File: src/rtl/ext_irq_pkg.sv
`timescale 1ns/1ps
package ext_irq_pkg;

    localparam int REG_W    = 8;
    localparam int PEND_BIT = 3;
    localparam int ACK_BIT  = 2;
    localparam int MASK_BIT = 1;
    localparam int MODE_BIT = 0;

    typedef enum logic {
        SENSE_EDGE  = 1'b0,
        SENSE_LEVEL = 1'b1
    } sense_e;

    typedef struct packed {
        logic   mask;
        sense_e mode;
    } ctrl_t;

    typedef struct packed {
        logic fall;
        logic low;
    } pin_ev_t;

    function automatic logic [REG_W-1:0] pack_status(input logic pend, input ctrl_t c);
        logic [REG_W-1:0] v;
        v           = '0;
        v[PEND_BIT] = pend;
        v[MASK_BIT] = c.mask;
        v[MODE_BIT] = c.mode;
        return v;
    endfunction

    function automatic logic set_cond(input pin_ev_t ev, input sense_e mode);
        return ev.fall || (mode == SENSE_LEVEL && ev.low);
    endfunction

endpackage

File: src/rtl/eip_sync.sv
`timescale 1ns/1ps
module eip_sync #(
    parameter int   STAGES = 2,
    parameter logic IDLE   = 1'b1
) (
    input  logic clk,
    input  logic rst,
    input  logic din,
    output logic dout
);
    logic [STAGES-1:0] chain_q;

    generate
        if (STAGES == 1) begin : g_one
            always_ff @(posedge clk) begin
                if (rst) chain_q <= {STAGES{IDLE}};
                else     chain_q <= din;
            end
        end else begin : g_many
            always_ff @(posedge clk) begin
                if (rst) chain_q <= {STAGES{IDLE}};
                else     chain_q <= {chain_q[STAGES-2:0], din};
            end
        end
    endgenerate

    assign dout = chain_q[STAGES-1];
endmodule

File: src/rtl/eip_edge.sv
`timescale 1ns/1ps
module eip_edge
    import ext_irq_pkg::*;
(
    input  logic    clk,
    input  logic    rst,
    input  logic    pin_s,
    output pin_ev_t ev
);
    logic prev_q;

    always_ff @(posedge clk) begin
        if (rst) prev_q <= 1'b1;
        else     prev_q <= pin_s;
    end

    always_comb begin
        ev.fall = prev_q && !pin_s;
        ev.low  = !pin_s;
    end

    a_r4_fall_from_high: assert property (@(posedge clk) disable iff (rst)
        ev.fall |=> !ev.fall);
endmodule

File: src/rtl/eip_latch.sv
`timescale 1ns/1ps
module eip_latch
    import ext_irq_pkg::*;
(
    input  logic    clk,
    input  logic    rst,
    input  pin_ev_t ev,
    input  sense_e  mode,
    input  logic    ack,
    output logic    latch_q
);
    logic set_now;

    always_comb set_now = set_cond(ev, mode);

    always_ff @(posedge clk) begin
        if (rst)          latch_q <= 1'b0;
        else if (set_now) latch_q <= 1'b1;
        else if (ack)     latch_q <= 1'b0;
    end

    a_r5_edge_sets: assert property (@(posedge clk) disable iff (rst)
        ev.fall |=> latch_q);

    a_r7_level_holds: assert property (@(posedge clk) disable iff (rst)
        (mode == SENSE_LEVEL && ev.low) |=> latch_q);

    a_r8_edge_beats_ack: assert property (@(posedge clk) disable iff (rst)
        (ack && ev.fall) |=> latch_q);

    a_r6_ack_clears: assert property (@(posedge clk) disable iff (rst)
        (ack && !ev.fall && !(mode == SENSE_LEVEL && ev.low)) |=> !latch_q);

    a_r4_no_spurious_set: assert property (@(posedge clk) disable iff (rst)
        $rose(latch_q) |-> $past(ev.fall || (mode == SENSE_LEVEL && ev.low)));
endmodule

File: src/rtl/eip_regs.sv
`timescale 1ns/1ps
module eip_regs
    import ext_irq_pkg::*;
#(
    parameter int              ADDR_W   = 4,
    parameter logic [ADDR_W-1:0] REG_ADDR = '0
) (
    input  logic              clk,
    input  logic              rst,
    input  logic [ADDR_W-1:0] bus_addr,
    input  logic              bus_wr,
    input  logic              bus_rd,
    input  logic [REG_W-1:0]  bus_wdata,
    output logic [REG_W-1:0]  bus_rdata,
    input  logic              pend,
    output ctrl_t             ctrl,
    output logic              ack
);
    logic sel, wr_sel;

    always_comb begin
        sel    = (bus_addr == REG_ADDR);
        wr_sel = sel && bus_wr;
        ack    = wr_sel && bus_wdata[ACK_BIT];
    end

    always_ff @(posedge clk) begin
        if (rst) begin
            ctrl.mask <= 1'b0;
            ctrl.mode <= SENSE_EDGE;
        end else if (wr_sel) begin
            ctrl.mask <= bus_wdata[MASK_BIT];
            ctrl.mode <= sense_e'(bus_wdata[MODE_BIT]);
        end
    end

    always_comb begin
        if (bus_rd && sel) bus_rdata = pack_status(pend, ctrl);
        else               bus_rdata = '0;
    end

    a_r3_mask_follows_write: assert property (@(posedge clk) disable iff (rst)
        wr_sel |=> ctrl.mask == $past(bus_wdata[MASK_BIT]));

    a_r3_ctrl_holds_idle: assert property (@(posedge clk) disable iff (rst)
        !wr_sel |=> $stable(ctrl));
endmodule

File: src/rtl/ext_irq_ctrl.sv
`timescale 1ns/1ps
module ext_irq_ctrl
    import ext_irq_pkg::*;
#(
    parameter int                ADDR_W   = 4,
    parameter logic [ADDR_W-1:0] REG_ADDR = '0,
    parameter int                SYNC_STAGES = 2
) (
    input  logic              clk,
    input  logic              rst,
    input  logic              irq_pin_n,
    input  logic [ADDR_W-1:0] bus_addr,
    input  logic              bus_wr,
    input  logic              bus_rd,
    input  logic [7:0]        bus_wdata,
    output logic [7:0]        bus_rdata,
    output logic              cpu_irq
);
    logic    pin_s;
    pin_ev_t ev;
    ctrl_t   ctrl;
    logic    ack;
    logic    latch_q;

    eip_sync #(.STAGES(SYNC_STAGES), .IDLE(1'b1)) u_sync (
        .clk(clk), .rst(rst), .din(irq_pin_n), .dout(pin_s)
    );

    eip_edge u_edge (
        .clk(clk), .rst(rst), .pin_s(pin_s), .ev(ev)
    );

    eip_latch u_latch (
        .clk(clk), .rst(rst), .ev(ev), .mode(ctrl.mode), .ack(ack), .latch_q(latch_q)
    );

    eip_regs #(.ADDR_W(ADDR_W), .REG_ADDR(REG_ADDR)) u_regs (
        .clk(clk), .rst(rst),
        .bus_addr(bus_addr), .bus_wr(bus_wr), .bus_rd(bus_rd),
        .bus_wdata(bus_wdata), .bus_rdata(bus_rdata),
        .pend(latch_q), .ctrl(ctrl), .ack(ack)
    );

    assign cpu_irq = latch_q && !ctrl.mask;

    a_r9_mask_blocks: assert property (@(posedge clk) disable iff (rst)
        ctrl.mask |-> !cpu_irq);

    a_r2_ack_reads_zero: assert property (@(posedge clk) disable iff (rst)
        bus_rd |-> !bus_rdata[ACK_BIT]);

    a_r2_upper_zero: assert property (@(posedge clk) disable iff (rst)
        bus_rd |-> bus_rdata[7:4] == 4'h0);
endmodule

File: config.mk
export PLATFORM = sky130hd
export DESIGN_NAME = ext_irq_ctrl
export DESIGN_NICKNAME = d
export VERILOG_FILES = /design/src/rtl/ext_irq_pkg.sv /design/src/rtl/eip_sync.sv /design/src/rtl/eip_edge.sv /design/src/rtl/eip_latch.sv /design/src/rtl/eip_regs.sv /design/src/rtl/ext_irq_ctrl.sv
export SDC_FILE = /design/constraint.sdc
export NUM_CORES = 1
export LEC_CHECK = 0
export ABC_AREA = 1
export BUFFER_PORTS_ARGS = -buffer_cell sky130_fd_sc_hd__buf_2
export CORE_AREA = 3 3 40 42
export CTS_CLUSTER_DIAMETER = 80
export DETAILED_ROUTE_END_ITERATION = 10
export DIE_AREA = 0 0 43 45
export HOLD_SLACK_MARGIN = 0.03
export MAX_ROUTING_LAYER = met4
export PLACE_DENSITY = 0.57
export SYNTH_ARGS = -nofsm -noshare
export SYNTH_HDL_FRONTEND = slang
export SYNTH_SLANG_ARGS = --single-unit
File: constraint.sdc
create_clock -name clk -period 1.17 [get_ports clk]
set_input_delay 0.117 -clock clk [delete_from_list [all_inputs] [get_ports clk]]
set_output_delay 0.117 -clock clk [all_outputs]
set_load 0.1 [all_outputs]
# Word-level counts from Yosys, hierarchy flattened
# Index checks and enable logic that the tools add are counted.
totals:
  ff_bits: 6
  latch_bits: 0
  mem_bits_rw: 0
  mem_bits_ro: 0
  in_bits: 17
  output_inout_bits: 9
  word_cells: 19
  n_memories: 0
op_classes:
  add_sub_neg: 0
  multipliers: 0
  n_div: 0
  magnitude_cmp: 0
  n_eq_ne: 0
  n_shift: 0
  mux: 3
  bitwise_logic: 0
  reduce_logical: 11
op_table:
  columns: ["cell", "n"]
  rows:
  - ["logical AND 1 bit", 6]
  - ["zero test 4 bit", 1]
  - ["two-way mux 4 bit", 1]
  - ["zero test 1 bit", 2]
  - ["two-way mux 1 bit", 2]
  - ["nonzero test 2 bit", 1]
  - ["logical OR 1 bit", 1]

# Logic depth before layout (Yosys ltp)
depth:
  word_depth: 5
  mapped_depth: 5

# Hierarchy
# From an unflattened synthesis, not the netlist that was laid out.
unflattened:
  cells_unflattened: 58
  area_unflattened_um2: 359.1
by_module_without_submodules:
  columns: ["module", "n_inst", "cells_per_inst", "area_per_inst_um2", "seq_area_each_um2"]
  rows:
  - ["eip_regs", 1, 35, 200.2, 40.0]
  - ["eip_sync", 1, 7, 58.8, 40.0]
  - ["eip_latch", 1, 8, 48.8, 20.0]
  - ["eip_edge", 1, 6, 41.3, 20.0]
  - ["ext_irq_ctrl", 1, 2, 10.0, 0.0]

# Worst setup path after synthesis
# OpenSTA, ideal clock, no wires.
synth_path:
  kind: "input to output"
  start: "in bus_addr[1]"
  end: "out bus_rdata[0]"
  arrival_time_ps: 1692
  slack_ps: -639
  path_stages: 3
  path_cell_list: "nor2_2 > nand3_1 > nor2_1"
synth_between:
  elab_chain_cells: 3
synth_rtl:
  columns: ["item", "line_no", "rtl"]
  rows:
  - ["from (decl)", "ext_irq_ctrl.sv:12", "input logic [ADDR_W-1:0] bus_addr,"]
  - ["zero test 4 bit", "eip_regs.sv:22", "sel = (bus_addr == REG_ADDR);"]
  - ["logical AND 1 bit", "eip_regs.sv:38", "if (bus_rd && sel) bus_rdata = pack_status(pend, ctrl);"]
  - ["two-way mux 4 bit", "eip_regs.sv:38", null]
  - ["to (decl)", "ext_irq_ctrl.sv:16", "output logic [7:0] bus_rdata,"]
# No other way between the ends.

# Final worst setup path
layout_path:
  start: "reg, netlist name u_regs.ctrl[1]"
  end: "out bus_rdata[1]"
layout_between:
  elab_chain_cells: 1
layout_rtl:
  columns: ["item", "line_no"]
  rows:
  - ["two-way mux 4 bit", "eip_regs.sv:38"]
# No other way between the ends.

==> flow_summary.yaml <==
run_status:
  status: "complete, no violations"
sta:
  hold_violations: 0
  fin_worst_skew_ns: 0.005636
  min_period_ns: 1.094
  slew_viol_final: 0
  fin_setup_tns_ns: 0
  post-route-period-util_pct: 93.50
  finalSetupViolCount: 0
  rsz0062_at_grt: "no"
  maxClockFrequency_ghz: 0.9141
clocking:
  cts_tree: "yes"
  cts_resized: 0
  hold_buffers: 0
  cts_inserted_buffers: 3
  cts.clk_slew.worst_paths_ns: 0.05
  cts.sinks: 6
  clk_path_buf_depth: 2
  post-cts-setup-buffer-count: 0
  h-tree-depth: 1
  insertion_delay_ns: 0.24
  cts_root_buf: "clkbuf_4"
power:
  ir_drop_mv: 0.6212
  p_seq_share_pct: 39.1
  p_sw_share_pct: 33.76
  power.leakage_uw: 0.0002471
  power.internal_uw: 365.0
  p_sw_uw: 186.0
  power_frac_clock_pct: 33.4
  comb_power_share_pct: 27.5
  powerDensity_mw_per_mm2: 1104
synthesis:
  ys_types: 12
  synth-simple-area-share_pct: 35.46
  synth_xor_area_share_pct: 0
  syn_avg_cell_area_um2: 6.979
  ys_ff_latch: 6
  synth_fa_ha_area_share_pct: 0
  synth_top_family_by_area: "simple AND/OR/NAND/NOR gates"
  synth-seq-area-share_pct: 38.25
  yosysTopAreaCell: "dfxtp_1"
  yosysWarnings: 0
  synth_compound_area_share_pct: 2.390
  synth_area_leaders: "dfxtp_1 (38%), buf_4 (12%), inv_1 (11%)"
  synth_cells: 45
  synth.mux.area_fraction_pct: 0
  syn-cell-area_um2: 314.1
  yosysTopAreaCellShare_pct: 38.25
floorplanning:
  die_w_um: 43
  die-area_mm2: 0.001935
  row_count: 13
  io_pins: 26
  die_h_um: 45
  coreArea_mm2: 0.001285
  initial_core_util_pct: 24.44
critical_path:
  cpLargestDelayFamily: "flip-flops"
  reg2reg_from: "u_latch.latch_q"
  critPathKind: "flip-flop to output pin"
  cp_num_buf_inv: 2
  crit_fanout: 2
  worstSetupStartpointType: "flip-flop"
  arrival_ns: 0.98
  max_stage_delay_ns: 0.34
  critPathRequiredTime_ns: 1.05
  critPathCaptureType: "output pin"
  worstPathCellList: "inv_1, nor2_2, buf_12"
  crit_slowest_cell: "dfxtp_2"
  cp-startpoint: "u_regs.ctrl[1]"
final_layout:
  register_area_um2: 121.4
  drive_gt1_share_pct: 46.88
  multiInputGateArea_um2: 152.6
  area.growth.synth_to_final_pct: 58.96
  mostFrequentLayoutCells: "buf_2 (11), inv_1 (9), nand2_1 (7)"
  design_area_um2: 499.2
  layout_commonest_cell: "buf_2"
  n_fill_cell: 132
  diodes: 0
  final_nets: 83
run:
  drv_cap: 0
detailed_routing:
  vias_per_cell: 3.835
  drt-initial-drc-count: 1
  ant_nets: 0
  dr.pass1.iters: 3
  wl_per_cell_um: 7.443
  totalWireLength_um: 588
  drc_errors: 0
  vias: 303
grt:
  grt_max_degree: 5
  overflow: 0
  grt_pass1_vias: 269
  grt.total_usage_pct: 7.911
  antenna_found_initial: 0
  grt_pass1_wl_mm: 1.069
placement:
  dpl.hpwl_um: 516.2
  place_area_um2: 475.5
  io_buffers: 15
  place_congestion: 0.7653
min_path:
  hp-class: "primary input to flip-flop"
  worstHoldStart: "irq_pin_n"
[area by class of cell]
class / count / share of cell area [%]
Multi-Input combinational cell: 29 / 30.58
Inverter: 9 / 6.767
Tap cell: 15 / 3.759
Timing Repair Buffer: 17 / 30.08
Clock buffer: 3 / 4.511
Sequential cell: 6 / 24.31
[synth_stat cells]
master / instances
nor2_2: 2
nand4_1: 3
nand3_2: 1
buf_4: 5
or2_2: 2
o211ai_1: 1
nor2_1: 7
conb_1: 1
nand2_1: 7
inv_1: 9
nand3_1: 1
dfxtp_1: 6
[path summary, 6_finish.rpt]
| path | end | slack [ns] | cells after the start |
|---|---|---|---|
| hold reg to reg | u_sync.chain_q[1] | 0.41 | 1 |
| setup reg to reg | u_latch.latch_q | 0.49 | 4 |
| setup / recovery | bus_rdata[1] | 0.08 | 3 |
| hold / removal | u_sync.chain_q[0] | 0.07 | 2 |
[power by group through the flow]
stage          Sequential [uW]  Combinational [uW]  Clock [uW]
3_5_place_dp               219                 152           0
3_3_place_gp               219                 151           0
5_1_grt                    215                 160         220
2_1_floorplan              218                 125           0
6_report                   215                 152         184
4_1_cts                    215                 152         196
[registers in the layout (all words and copies together), names as in the netlist]
signal,count
u_edge.prev_q,1
u_sync.chain_q,2
u_latch.latch_q,1
u_regs.ctrl,2
[through the flow]
| step | utilization [%] | hold slack (ns) | setup WS [ns] | power, uW | std cells |
|---|---|---|---|---|---|
| finish | 38.85 | 0.06948 | 0.07605 | 551.0 | 79 |
| global route | 38.85 | 0.05855 | 0.009235 | 596.3 | 79 |
| CTS | 38.75 | 0.06255 | 0.009089 | 563.5 | 79 |
| detailed placement | 37.00 | 0.3112 | 0.1677 | 370.7 | 76 |
| global placement | 37.00 | 0.3031 | 0.1537 | 369.5 | 76 |
| floorplan | - | 0.2208 | -0.2301 | 343.3 | 49 |
[worst reg2reg max path, cell delays in order (launching register included)]
cell and delay (ns):
dfxtp_1 0.29, inv_1 0.13, nor2_1 0.06, nand2_1 0.06
nand2_1 0.04
[metal layers]
layer  vias up  global-route usage (%)  share of wire [%]
li1        165                       -                  -
met1       126                   8.981                 44
met2        12                   11.08                 48
met3         0                   4.781                8.7
met4         0                   3.614                  0
met5         -                       -                  0
[logic make-up after synthesis]
group	Yosys count
flip-flops	6
buffers and inverters	14
AND/OR/NAND/NOR	23
other	1
AO/OA/AOI/OAI	1
No activity file was read; power rests on OpenSTA's default activity.
